`src/rtl/snoop_pkg.sv`:
```
// Package: shared phase encoding for the snoop sequencer.
// Assumes: a single clock domain; the phases are listed in sequence order.
package snoop_pkg;
    typedef enum logic [2:0] {
        PH_IDLE,    // no PCI access owned
        PH_HOLD,    // address bus held, waiting before the inquiry
        PH_INQ,     // inquiry strobe cycle
        PH_SAMPLE,  // hit-modified sampled here
        PH_BOFF,    // back-off pulse cycle
        PH_WB,      // waiting for the writeback to finish
        PH_GO       // PCI access proceeding, waiting for burst end
    } snoop_phase_t;
endpackage

```
`src/rtl/snoop_lock_track.sv`:
```
// Module: tracks locked host sequences.
// Does: latches a lock when host_lock and host_ads are sampled together and
//       clears it when host_lock is sampled low. Reports a block flag that
//       also covers the cycle in which the locked strobe is first seen.
// Assumes: host_lock stays asserted for the whole locked sequence.
module snoop_lock_track (
    input  logic clk,
    input  logic rst_n,
    input  logic host_lock,
    input  logic host_ads,
    output logic dram_blocked
);
    logic locked_q;

    // Holds the lock from the locked strobe until the lock is negated.
    always_ff @(posedge clk) begin
        if (!rst_n)
            locked_q <= 1'b0;
        else if (host_lock && host_ads)
            locked_q <= 1'b1;
        else if (!host_lock)
            locked_q <= 1'b0;
    end

    // Blocks PCI acceptance while a lock is held or is being taken now.
    always_comb dram_blocked = locked_q || (host_lock && host_ads);

    assert_lock_clear_R10: assert property (@(posedge clk) disable iff (!rst_n)
        !host_lock |=> !locked_q);
endmodule

```
`src/rtl/snoop_ctrl_fsm.sv`:
```
// Module: sequence controller for one PCI-to-DRAM access.
// Does: accepts a request, holds the bus, issues the inquiry, samples the
//       hit-modified reply, optionally backs the processor off, waits for
//       the writeback, then lets the PCI side proceed until the burst ends.
// Assumes: pci_req stays high until pci_done; hit_mod is valid in the cycle
//          after the inquiry strobe.
module snoop_ctrl_fsm
    import snoop_pkg::*;
#(
    parameter int HOLD_LEAD = 1
) (
    input  logic clk,
    input  logic rst_n,
    input  logic pci_req,
    input  logic pci_wr,
    input  logic pci_done,
    input  logic peer_xfer,
    input  logic dram_blocked,
    input  logic host_busy,
    input  logic hit_mod,
    input  logic wb_done,
    output logic seq_busy,
    output logic inq_strobe,
    output logic inv_out,
    output logic back_off,
    output logic pci_go
);
    localparam int CW = (HOLD_LEAD > 1) ? $clog2(HOLD_LEAD) : 1;
    localparam logic [CW-1:0] LEAD_LAST = CW'(HOLD_LEAD - 1);

    snoop_phase_t ph_q, ph_d;
    logic [CW-1:0] lead_q;
    logic          wr_q;

    // Picks the next phase from the current phase and the inputs.
    always_comb begin
        ph_d = ph_q;
        unique case (ph_q)
            PH_IDLE:   if (pci_req && !peer_xfer && !dram_blocked) ph_d = PH_HOLD;
            PH_HOLD:   if (lead_q == LEAD_LAST) ph_d = PH_INQ;
            PH_INQ:    ph_d = PH_SAMPLE;
            PH_SAMPLE: if (!hit_mod)       ph_d = PH_GO;
                       else if (host_busy) ph_d = PH_BOFF;
                       else                ph_d = PH_WB;
            PH_BOFF:   ph_d = PH_WB;
            PH_WB:     if (wb_done)  ph_d = PH_GO;
            PH_GO:     if (pci_done) ph_d = PH_IDLE;
            default:   ph_d = PH_IDLE;
        endcase
    end

    // Registers the phase.
    always_ff @(posedge clk) begin
        if (!rst_n) ph_q <= PH_IDLE;
        else        ph_q <= ph_d;
    end

    // Counts hold cycles ahead of the inquiry and captures the direction.
    always_ff @(posedge clk) begin
        if (!rst_n) begin
            lead_q <= '0;
            wr_q   <= 1'b0;
        end else if (ph_q == PH_IDLE) begin
            lead_q <= '0;
            wr_q   <= pci_wr;
        end else if (ph_q == PH_HOLD) begin
            lead_q <= lead_q + 1'b1;
        end
    end

    // Decodes the Moore outputs from the phase.
    always_comb begin
        seq_busy   = (ph_q != PH_IDLE);
        inq_strobe = (ph_q == PH_INQ);
        inv_out    = (ph_q == PH_INQ) && wr_q;
        back_off   = (ph_q == PH_BOFF);
        pci_go     = (ph_q == PH_GO);
    end

    assert_accept_clean_R5: assert property (@(posedge clk) disable iff (!rst_n)
        $rose(seq_busy) |-> !$past(peer_xfer));
    assert_accept_unlocked_R10: assert property (@(posedge clk) disable iff (!rst_n)
        $rose(seq_busy) |-> !$past(dram_blocked));
    assert_strobe_single_R3: assert property (@(posedge clk) disable iff (!rst_n)
        inq_strobe |=> !inq_strobe);
    assert_inv_in_strobe_R4: assert property (@(posedge clk) disable iff (!rst_n)
        inv_out |-> inq_strobe);
    assert_boff_cause_R9: assert property (@(posedge clk) disable iff (!rst_n)
        back_off |-> ($past(hit_mod) && $past(host_busy)));
    assert_wb_stall_R8: assert property (@(posedge clk) disable iff (!rst_n)
        (ph_q == PH_WB && !wb_done) |=> !pci_go);
    assert_go_after_clean_R7: assert property (@(posedge clk) disable iff (!rst_n)
        (ph_q == PH_SAMPLE && !hit_mod) |=> pci_go);
endmodule

```
`src/rtl/pci_snoop_seq.sv`:
```
// Module: top of the PCI-to-DRAM host snoop sequencer.
// Does: joins the lock tracker and the sequence controller and merges the
//       bus-grant hold into the address-hold output.
// Assumes: all inputs are synchronous to clk.
module pci_snoop_seq #(
    parameter int HOLD_LEAD = 1
) (
    input  logic clk,
    input  logic rst_n,
    input  logic pci_req,
    input  logic pci_wr,
    input  logic pci_done,
    input  logic peer_xfer,
    input  logic grant_hold,
    input  logic host_lock,
    input  logic host_ads,
    input  logic host_busy,
    input  logic hit_mod,
    input  logic wb_done,
    output logic addr_hold,
    output logic inq_strobe,
    output logic inv_out,
    output logic back_off,
    output logic pci_go
);
    logic dram_blocked;
    logic seq_busy;

    snoop_lock_track u_lock (
        .clk          (clk),
        .rst_n        (rst_n),
        .host_lock    (host_lock),
        .host_ads     (host_ads),
        .dram_blocked (dram_blocked)
    );

    snoop_ctrl_fsm #(.HOLD_LEAD(HOLD_LEAD)) u_fsm (
        .clk          (clk),
        .rst_n        (rst_n),
        .pci_req      (pci_req),
        .pci_wr       (pci_wr),
        .pci_done     (pci_done),
        .peer_xfer    (peer_xfer),
        .dram_blocked (dram_blocked),
        .host_busy    (host_busy),
        .hit_mod      (hit_mod),
        .wb_done      (wb_done),
        .seq_busy     (seq_busy),
        .inq_strobe   (inq_strobe),
        .inv_out      (inv_out),
        .back_off     (back_off),
        .pci_go       (pci_go)
    );

    // Holds the address bus for an owned access or while the grant hold is on.
    always_comb addr_hold = seq_busy || grant_hold;

    assert_strobe_after_hold_R3: assert property (@(posedge clk) disable iff (!rst_n)
        inq_strobe |-> $past(addr_hold));
    assert_grant_forces_hold_R6: assert property (@(posedge clk) disable iff (!rst_n)
        grant_hold |-> addr_hold);
    assert_go_under_hold_R2: assert property (@(posedge clk) disable iff (!rst_n)
        pci_go |-> addr_hold);
endmodule

```
`config.mk`:
```
export PLATFORM = sky130hd
export DESIGN_NAME = pci_snoop_seq
export DESIGN_NICKNAME = d
export VERILOG_FILES = /design/src/rtl/snoop_pkg.sv /design/src/rtl/snoop_lock_track.sv /design/src/rtl/snoop_ctrl_fsm.sv /design/src/rtl/pci_snoop_seq.sv
export SDC_FILE = /design/constraint.sdc
export NUM_CORES = 1
export LEC_CHECK = 0
export CORE_AREA = 2 2 39 41
export CTS_CLUSTER_SIZE = 14
export DETAILED_ROUTE_END_ITERATION = 8
export DIE_AREA = 0 0 41 43
export DONT_BUFFER_PORTS = 1
export SETUP_SLACK_MARGIN = 0.3
export SYNTH_ARGS = -nofsm -noshare
export SYNTH_HDL_FRONTEND = slang
export SYNTH_SLANG_ARGS = --single-unit
```
`constraint.sdc`:
```
create_clock -name clk -period 2.8 [get_ports clk]
set_input_delay 0.56 -clock clk [delete_from_list [all_inputs] [get_ports clk]]
set_output_delay 0.56 -clock clk [all_outputs]
set_load 0.02 [all_outputs]
```
==> summary.txt, run 1 <==
status - finished clean
drt via density - 4.86
final hold violation count - 0
#FFs+latches synth - 6
share of the synthesized area in the top cell type - 0.334
compound-gate portion of the synthesized area - 0.202
CTS tree - built
clk slew on worst S/H paths - 0.04 ns
ranking of synthesized cells by area - dfxtp_1 (33%), nor3b_1 (8.4%), buf_6 (6.3%), o21ai_0 (5.6%), a22oi_2 (3.5%)
Slew @ Worst Pin - 0.665 ns
cts hold-fix bufs - 0
Post-Syn Area per Cell - 8.98 um^2
main combinational cell family by area after synthesis - simple AND/OR/NAND/NOR gates
vias - 277
synth warn - 0
number of CTS-inserted buffers - 3
H-tree depth - 1
Lkg Pwr - 0.141 nW
CP max-delay cell - nor3b_1
initial DRC count - 4
syn nets - 52
Setup crit end kind - primary output
CP Cell Sequence - nor3b_1
first-pass GRT wire length - 1.01 mm
largest net degree at the start of global routing - 15
synth-to-layout area growth - 6.62%
max incr delay on CP - 0.61 ns
Die ar. - 1760 um^2
final instance area - 383 um^2
xor/xnor share of the synthesized area - 0
worst vdd ir - 0.163 mV
Yosys cell types - 22
drt pass-1 iters - 2
post-route ant nets - 0
PD cells - 538 nW/um^2
area share of and/or/nand/nor cells after synthesis - 0.362
number of diodes - 0
Max Freq - 514 MHz
post-synthesis sequential area ratio - 0.334
cell area after synthesis - 359 um^2
Post-CTS Setup Inserts - 0
final wirelength - 665 um
Worst setup SP type - register
clk sink count - 6
busiest layer in global routing - met2
GR Util met1 - 0.0804
total negative slack - 0 ns
synthesized instance count - 40
slew margin rel. - 0.556
core area - 1380 um^2
Placed Area - 360 um^2
Worst EP required - 2.24 ns
port bufs - 0
most common cell after layout, fill and taps aside - dfxtp_1
Buf/Inv on CP - 0
Core Util, Final - 0.277
RePlAce Congestion - 0.689
Max FO, Critical Path - 14
most frequent cells in the layout - dfxtp_1 (6), nor3b_1 (4), o21ai_0 (4)
GR met3 Demand/Resource - 0.115
Remaining Overflow, GRT - 0
CTS max path bufs - 2
Die Y - 43 um
Final period util - 0.695
number of remaining DRC errors - 0
CP arrival - 1.39 ns
type of the worst setup path - reg -> out
fin crit period - 1.95 ns
RSZ-0062 raised after global routing - no
GRT Util Overall - 0.0924
worst skew pair latency - 0.24 ns
reported max-cap violation count - 0
post-DP HPWL - 517 um
final setup fails - 0
WL/cell - 11.7 um
met2 usage - 0.122
Slew Limit Fails - 0
Adder-Cell Fraction of Synth Area - 0
Die Wd - 41 um
# rows - 14
initial cell density of the core - 0.259
share of layout cells above drive strength 1 - 0.171
multiplexer share of the synthesized area - 0.0279
clock root cell - clkbuf_4
Hold Crit Class - in -> reg
cell family contributing the most delay on the critical path - simple AND/OR/NAND/NOR gates
post-synth top area cell - dfxtp_1
nets - 55
initial antenna violation count - 0
post_cts resized - 0
number of global-route vias before repair - 260
worst clock skew - 0.00339 ns
IO Count - 17
-- cell usage after synthesis --
cell and count:
nor3b_1 4, o21ai_1 1, nand2_1 2, a21oi_1 2, dfxtp_1 6, clkbuf_1 1, or2_1 1, a21boi_1 1
nor2b_1 2, and2_1 2, and4bb_2 1, nand3b_1 1, and3b_1 1, or3_4 1, a22oi_2 1, buf_6 2
a21boi_0 1, o21ai_0 4, or4b_1 1, o211a_1 1, mux2i_1 1, nor2_1 3
-- worst paths after layout --
| kind | start | end | slack (ns) | cells past startpoint |
|---|---|---|---|---|
| worst max-delay path | u_fsm.ph_q[2]$_SDFFE_PN0P_ | back_off | 0.85 | 1 |
| worst max register to register | u_fsm.ph_q[0]$_SDFFE_PN0P_ | u_fsm.ph_q[0]$_SDFFE_PN0P_ | 1.58 | 3 |
| worst min register to register | u_lock.locked_q$_SDFFE_PN0P_ | u_lock.locked_q$_SDFFE_PN0P_ | 0.49 | 1 |
| worst min-delay path | rst_n | u_lock.locked_q$_SDFFE_PN0P_ | 0.45 | 1 |
-- power by group --
group,internal (W),total [W],switching (W)
registers,0.0000914,0.0000984,0.00000704
clock network,0.0000485,0.0000796,0.0000311
logic,0.0000159,0.0000281,0.0000121
total,0.000156,0.000206,0.0000503
-- layout make-up --
type / count / area [um^2]
repair buffers: 1 / 7.51
clock buffers: 3 / 22.5
fillers: 151 / 1000
well taps: 16 / 20.0
multi-input cells: 31 / 213
flip-flops and latches: 6 / 120
-- logic make-up after synthesis --
logic type             after synthesis
flip-flops                           6
buffers and inverters                3
multiplexers                         1
AND/OR/NAND/NOR                     19
AO/OA/AOI/OAI                       11
-- per-stage QoR --
stage / total power, W / worst slack [ns] / hold slack [ns] / instances
5_1_grt: 0.000218 / 0.756 / 0.439 / 57
2_1_floorplan: 0.000129 / 0.850 / 0.463 / 40
6_report: 0.000206 / 0.853 / 0.448 / 57
4_1_cts: 0.000212 / 0.833 / 0.441 / 57
3_5_place_dp: 0.000129 / 1.10 / 0.479 / 54
3_3_place_gp: 0.000128 / 1.11 / 0.475 / 54
-- flip-flops by register name, indices dropped and copies added, names as in the netlist --
register / count
u_lock.locked_q: 1
u_fsm.lead_q: 1
u_fsm.ph_q: 3
u_fsm.wr_q: 1
-- routing by layer --
metal | wire [um] | part of all wire
met1 | 270 | 0.41
met2 | 291 | 0.44
met3 | 103 | 0.15
met4 | 0 | 0
met5 | 0 | 0
Note: power is estimated with default switching activity, not from simulation.
==> inputs of run 2 (changes only) <==
- clock period: 2.8 -> 1.8 ns (I/O delays scaled with it)
==> summary.txt, run 2 (synthesis gave the netlist of run 1 again) <==
status - finished clean
post-route ant nets - 0 (unchanged)
drt via density - 4.95 (+1.9%)
total power - 0.000340 W (+65%)
PD cells - 717 nW/um^2 (+33%)
final wirelength - 796 um (+20%)
Core Util, Final - 0.343 (+0.0660)
number of CTS-inserted buffers - 3 (unchanged)
type of the worst setup path - reg -> out
post-route insts no fill - 63 (+11%)
Remaining Overflow, GRT - 0 (unchanged)
clock root cell - clkbuf_4
drt pass-1 iters - 4 (+2)
initial cell density of the core - 0.259 (unchanged)
RSZ-0062 raised after global routing - yes
worst clock skew - 0.00291 ns (-0.000482 ns)
nets - 61 (+11%)
GRT Util Overall - 0.113 (+0.0203)
fin crit period - 1.59 ns
crit path from - u_fsm.ph_q[0]$_SDFFE_PN0P_
IO Count - 17 (unchanged)
Lkg Pwr - 0.183 nW (+30%)
Reg-to-Reg Start - u_fsm.ph_q[2]$_SDFFE_PN0P_
R2R cell count - 4 (+1)
Slew @ Worst Pin - 0.277 ns (-0.388 ns)
port bufs - 0 (unchanged)
r2r setup slk - 0.46 ns (-1.12 ns)
CTS max path bufs - 2 (unchanged)
reported max-cap violation count - 0 (unchanged)
CTS tree - built
Slew Limit Fails - 0 (unchanged)
Max FO, Critical Path - 2 (-12)
core area - 1380 um^2 (unchanged)
most frequent cells in the layout - buf_4 (5), o21ai_0 (4)
Worst EP required - 1.44 ns (-0.80 ns)
clk slew on worst S/H paths - 0.04 ns (about the same)
slew margin rel. - 0.815 (+0.259)
H-tree depth - 1 (unchanged)
most common cell after layout, fill and taps aside - buf_4
# rows - 14 (unchanged)
Worst setup SP type - register
largest net degree at the start of global routing - 11 (-4)
Final period util - 0.881
placed cells - 54 (unchanged)
worst vdd ir - 0.244 mV (+49%)
final setup fails - 0 (unchanged)
Die Y - 43 um (unchanged)
max reg flops - 3 (unchanged)
CP arrival - 1.23 ns (-0.16 ns)
final hold violation count - 0 (unchanged)
Top reg by flops - u_fsm.ph_q
Die Wd - 41 um (unchanged)
cts hold-fix bufs - 0 (unchanged)
Max Freq - 631 MHz
Die ar. - 1760 um^2 (unchanged)
initial antenna violation count - 0 (unchanged)
vias - 312 (+13%)
RePlAce Congestion - 0.596 (-13%)
share of layout cells above drive strength 1 - 0.426 (+0.255)
worst hold slack - 0.245 ns (-0.203 ns)
r2r endpoint - u_fsm.lead_q$_SDFFE_PP0N_
number of diodes - 0 (unchanged)
first-pass GRT wire length - 1.26 mm (+25%)
number of remaining DRC errors - 0 (unchanged)
Setup crit end kind - primary output
WL/cell - 12.6 um (+8.3%)
number of global-route vias before repair - 311 (+20%)
Worst setup endpoint - addr_hold
# fillers - 146 (-3.3%)
post-DP HPWL - 542 um (+4.9%)
total negative slack - 0 ns (unchanged)
Hold Crit Class - in -> reg
synth-to-layout area growth - 32.1%
worst skew pair latency - 0.24 ns (about the same)
clk sink count - 6 (unchanged)
initial DRC count - 3 (-1)
==> run 2: cell types whose count changed in the layout (fill, tap and decap cells not counted) <==
cell,before,now
dfxtp_4,0,3
buf_4,1,5
dfxtp_1,6,3
and2_1,2,1
or2_1,1,0
nor3b_1,4,2
and2_4,0,1
nor3b_4,0,2
buf_6,0,2
or2_4,0,1
==> run 2: per-layer routing <==
layer | share of wire | global-route usage | routed length [um] | vias to the layer above
li1 | - | - | - | 157
met1 | 0.33 | 0.0874 | 266 | 141
met2 | 0.55 | 0.200 | 441 | 12
met3 | 0.087 | 0.0471 | 69 | 2
met4 | 0.023 | 0.0800 | 18 | 0
met5 | 0 | 0 | 0 | -
==> run 2: worst max-delay path, cell delays in order (launching register included) <==
cell     delay, ns
dfxtp_4       0.33
or3_4         0.38
or2_4         0.27
==> run 2: metrics by stage <==
| stage | instance area, um^2 | setup slack (ns) |
|---|---|---|
| CTS | 454 | 0.198 |
| finish | 474 | 0.214 |
| floorplan | 369 | 0.289 |
| detailed placement | 370 | 0.322 |
| global route | 474 | 0.195 |
| global placement | 370 | 0.338 |
==> run 2: how the worst min path moves through the flow <==
stage                                       startpoint                           end  slack (ns)  cells after the start
after detailed placement  u_lock.locked_q$_SDFFE_PN0P_  u_lock.locked_q$_SDFFE_PN0P_        0.49                      1
after floorplan              u_fsm.lead_q$_SDFFE_PP0N_     u_fsm.lead_q$_SDFFE_PP0N_        0.46                      2
after CTS                                        rst_n  u_lock.locked_q$_SDFFE_PN0P_        0.24                      1
final                                            rst_n  u_lock.locked_q$_SDFFE_PN0P_        0.25                      1
after global placement    u_lock.locked_q$_SDFFE_PN0P_  u_lock.locked_q$_SDFFE_PN0P_        0.47                      1
after global routing                             rst_n  u_lock.locked_q$_SDFFE_PN0P_        0.24                      1
==> run 2: cell type report <==
cell class,count,area (um^2),area share
Clock buffer,3,22.5,0.0475
Multi-Input combinational cell,31,240,0.507
Sequential cell,6,131,0.277
Tap cell,16,20.0,0.0422
Timing Repair Buffer,7,60.1,0.127
==> run 2: power breakdown <==
part,internal (W),switching (W),total (W)
logic,0.0000390,0.0000342,0.0000731
clock network,0.0000753,0.0000463,0.000122
registers,0.000141,0.00000493,0.000145
total,0.000255,0.0000854,0.000340
==> run 2: timing repair <==
action | in CTS | in global routing
buffers inserted | 6 | 0
gates cloned | 0 | 0
setup endpoints to repair | 4 | 4
gates resized for setup | 9 | 4
pin swaps | 4 | 3
==> inputs of run 3 (changes only) <==
- GPL_TIMING_DRIVEN: not set -> 0
==> summary.txt, run 3 (synthesis gave the netlist of run 1 again) <==
status - finished clean
# fillers - 144 (-1.4%)
Setup crit end kind - primary output
CP Cell Sequence - buf_6, or3_4, or2_4
Slew @ Worst Pin - 0.312 ns (+0.0347 ns)
PD cells - 708 nW/um^2 (-1.3%)
worst skew pair latency - 0.24 ns (about the same)
GRT Util Overall - 0.106 (-0.00625)
initial DRC count - 4 (+1)
number of CTS-inserted buffers - 3 (unchanged)
cell family contributing the most delay on the critical path - simple AND/OR/NAND/NOR gates
slew margin rel. - 0.792 (-0.0231)
initial cell density of the core - 0.259 (unchanged)
CP arrival - 1.29 ns (+0.06 ns)
Hold Crit Class - in -> reg
vias - 307 (-1.6%)
total power - 0.000345 W (+1.6%)
drt pass-1 iters - 3 (-1)
r2r endpoint - u_fsm.ph_q[1]$_SDFFE_PN0P_
largest net degree at the start of global routing - 11 (unchanged)
final worst setup slack - 0.154 ns (-0.0602 ns)
number of global-route vias before repair - 321 (+3.2%)
number of remaining DRC errors - 0 (unchanged)
core area - 1380 um^2 (unchanged)
dpl ws - 0.176 ns (-0.146 ns)
Worst EP required - 1.44 ns (about the same)
first-pass GRT wire length - 1.24 mm (-1.0%)
CTS tree - built
number of diodes - 0 (unchanged)
nets - 62 (+1.6%)
Final period util - 0.915 (+0.0335)
initial antenna violation count - 0 (unchanged)
max reg flops - 3 (unchanged)
CP Depth - 3 (+1)
# rows - 14 (unchanged)
type of the worst setup path - reg -> out
Placed Area - 389 um^2 (+5.1%)
r2r setup slk - 0.49 ns (+0.03 ns)
Top reg by flops - u_fsm.ph_q
final wirelength - 749 um (-5.9%)
clock root cell - clkbuf_4
clk sink count - 6 (unchanged)
Remaining Overflow, GRT - 0 (unchanged)
RSZ-0062 raised after global routing - yes
R2R cell count - 5 (+1)
final instance area - 488 um^2 (+2.9%)
post-route ant nets - 0 (unchanged)
final setup fails - 0 (unchanged)
worst clock skew - 0.00125 ns (-0.00166 ns)
clk slew on worst S/H paths - 0.04 ns (about the same)
IO Count - 17 (unchanged)
Lkg Pwr - 0.190 nW (+3.4%)
CTS max path bufs - 2 (unchanged)
Max FO, Critical Path - 4 (+2)
port bufs - 0 (unchanged)
most frequent cells in the layout - o21ai_0 (4), buf_4 (4), dfxtp_1 (4)
drt via density - 4.80 (-3.1%)
Die Wd - 41 um (unchanged)
Reg-to-Reg Start - u_fsm.ph_q[0]$_SDFFE_PN0P_
Worst setup SP type - register
fin crit period - 1.65 ns (+0.0602 ns)
WL/cell - 11.7 um (-7.4%)
max incr delay on CP - 0.36 ns (-0.02 ns)
CP max-delay cell - or3_4
reported max-cap violation count - 0 (unchanged)
final hold violation count - 0 (unchanged)
worst vdd ir - 0.265 mV (+8.6%)
Die Y - 43 um (unchanged)
total negative slack - 0 ns (unchanged)
RePlAce Congestion - 0.677 (+14%)
crit path from - u_fsm.ph_q[0]$_SDFFE_PN0P_
Buf/Inv on CP - 1 (+1)
Slew Limit Fails - 0 (unchanged)
share of layout cells above drive strength 1 - 0.438 (+0.0120)
H-tree depth - 1 (unchanged)
cts hold-fix bufs - 0 (unchanged)
Die ar. - 1760 um^2 (unchanged)
Worst setup endpoint - addr_hold
Max Freq - 607 MHz (-3.7%)
synth-to-layout area growth - 35.9%
[run 3: power by group]
part / total, W / leakage, nW / switching (W) / internal, W
logic: 0.0000779 / 0.125 / 0.0000339 / 0.0000440
clock network: 0.000122 / 0.0138 / 0.0000470 / 0.0000753
registers: 0.000145 / 0.0504 / 0.00000429 / 0.000141
[run 3: cell type report]
class | instances | area, um^2 | area share
repair buffers | 5 | 41.3 | 0.0846
clock buffers | 3 | 22.5 | 0.0462
flip-flops and latches | 6 | 125 | 0.256
plain buffers | 3 | 37.5 | 0.0769
well taps | 16 | 20.0 | 0.0410
multi-input cells | 31 | 241 | 0.495
[run 3: through the flow]
stage,std cells,hold slack [ns],util
floorplan,40,0.463,-
finish,64,0.247,0.353
detailed placement,56,0.486,0.281
global placement,56,0.473,0.281
global route,64,0.240,0.353
CTS,61,0.238,0.330
[run 3: worst min-delay path by stage]
stage	startpoint	slack, ns	cells after the start	to
5_1_grt	rst_n	0.24	1	u_lock.locked_q$_SDFFE_PN0P_
4_1_cts	rst_n	0.24	1	u_lock.locked_q$_SDFFE_PN0P_
3_3_place_gp	u_lock.locked_q$_SDFFE_PN0P_	0.47	1	u_lock.locked_q$_SDFFE_PN0P_
2_1_floorplan	u_fsm.lead_q$_SDFFE_PP0N_	0.46	2	u_fsm.lead_q$_SDFFE_PP0N_
6_report	rst_n	0.25	1	u_lock.locked_q$_SDFFE_PN0P_
3_5_place_dp	u_lock.locked_q$_SDFFE_PN0P_	0.49	1	u_lock.locked_q$_SDFFE_PN0P_
[run 3: timing repair]
item	in CTS	in global routing
endpoints found under the hold margin	0	0
endpoints found under the setup margin	5	3
pin swaps	4	4
buffers inserted	2	3
resized for setup	10	4
[run 3: routing by layer]
metal / routed length, um / GRT usage
met5: 0 / 0
met4: 10 / 0.0800
met3: 52 / 0.0314
met2: 339 / 0.153
met1: 346 / 0.125
[run 3: worst reg2reg max path, stage by stage (launching register included)]
cell	delay, ns
dfxtp_1	0.30
buf_6	0.12
or3_4	0.36
buf_4	0.15
a22oi_2	0.20
a21oi_1	0.07
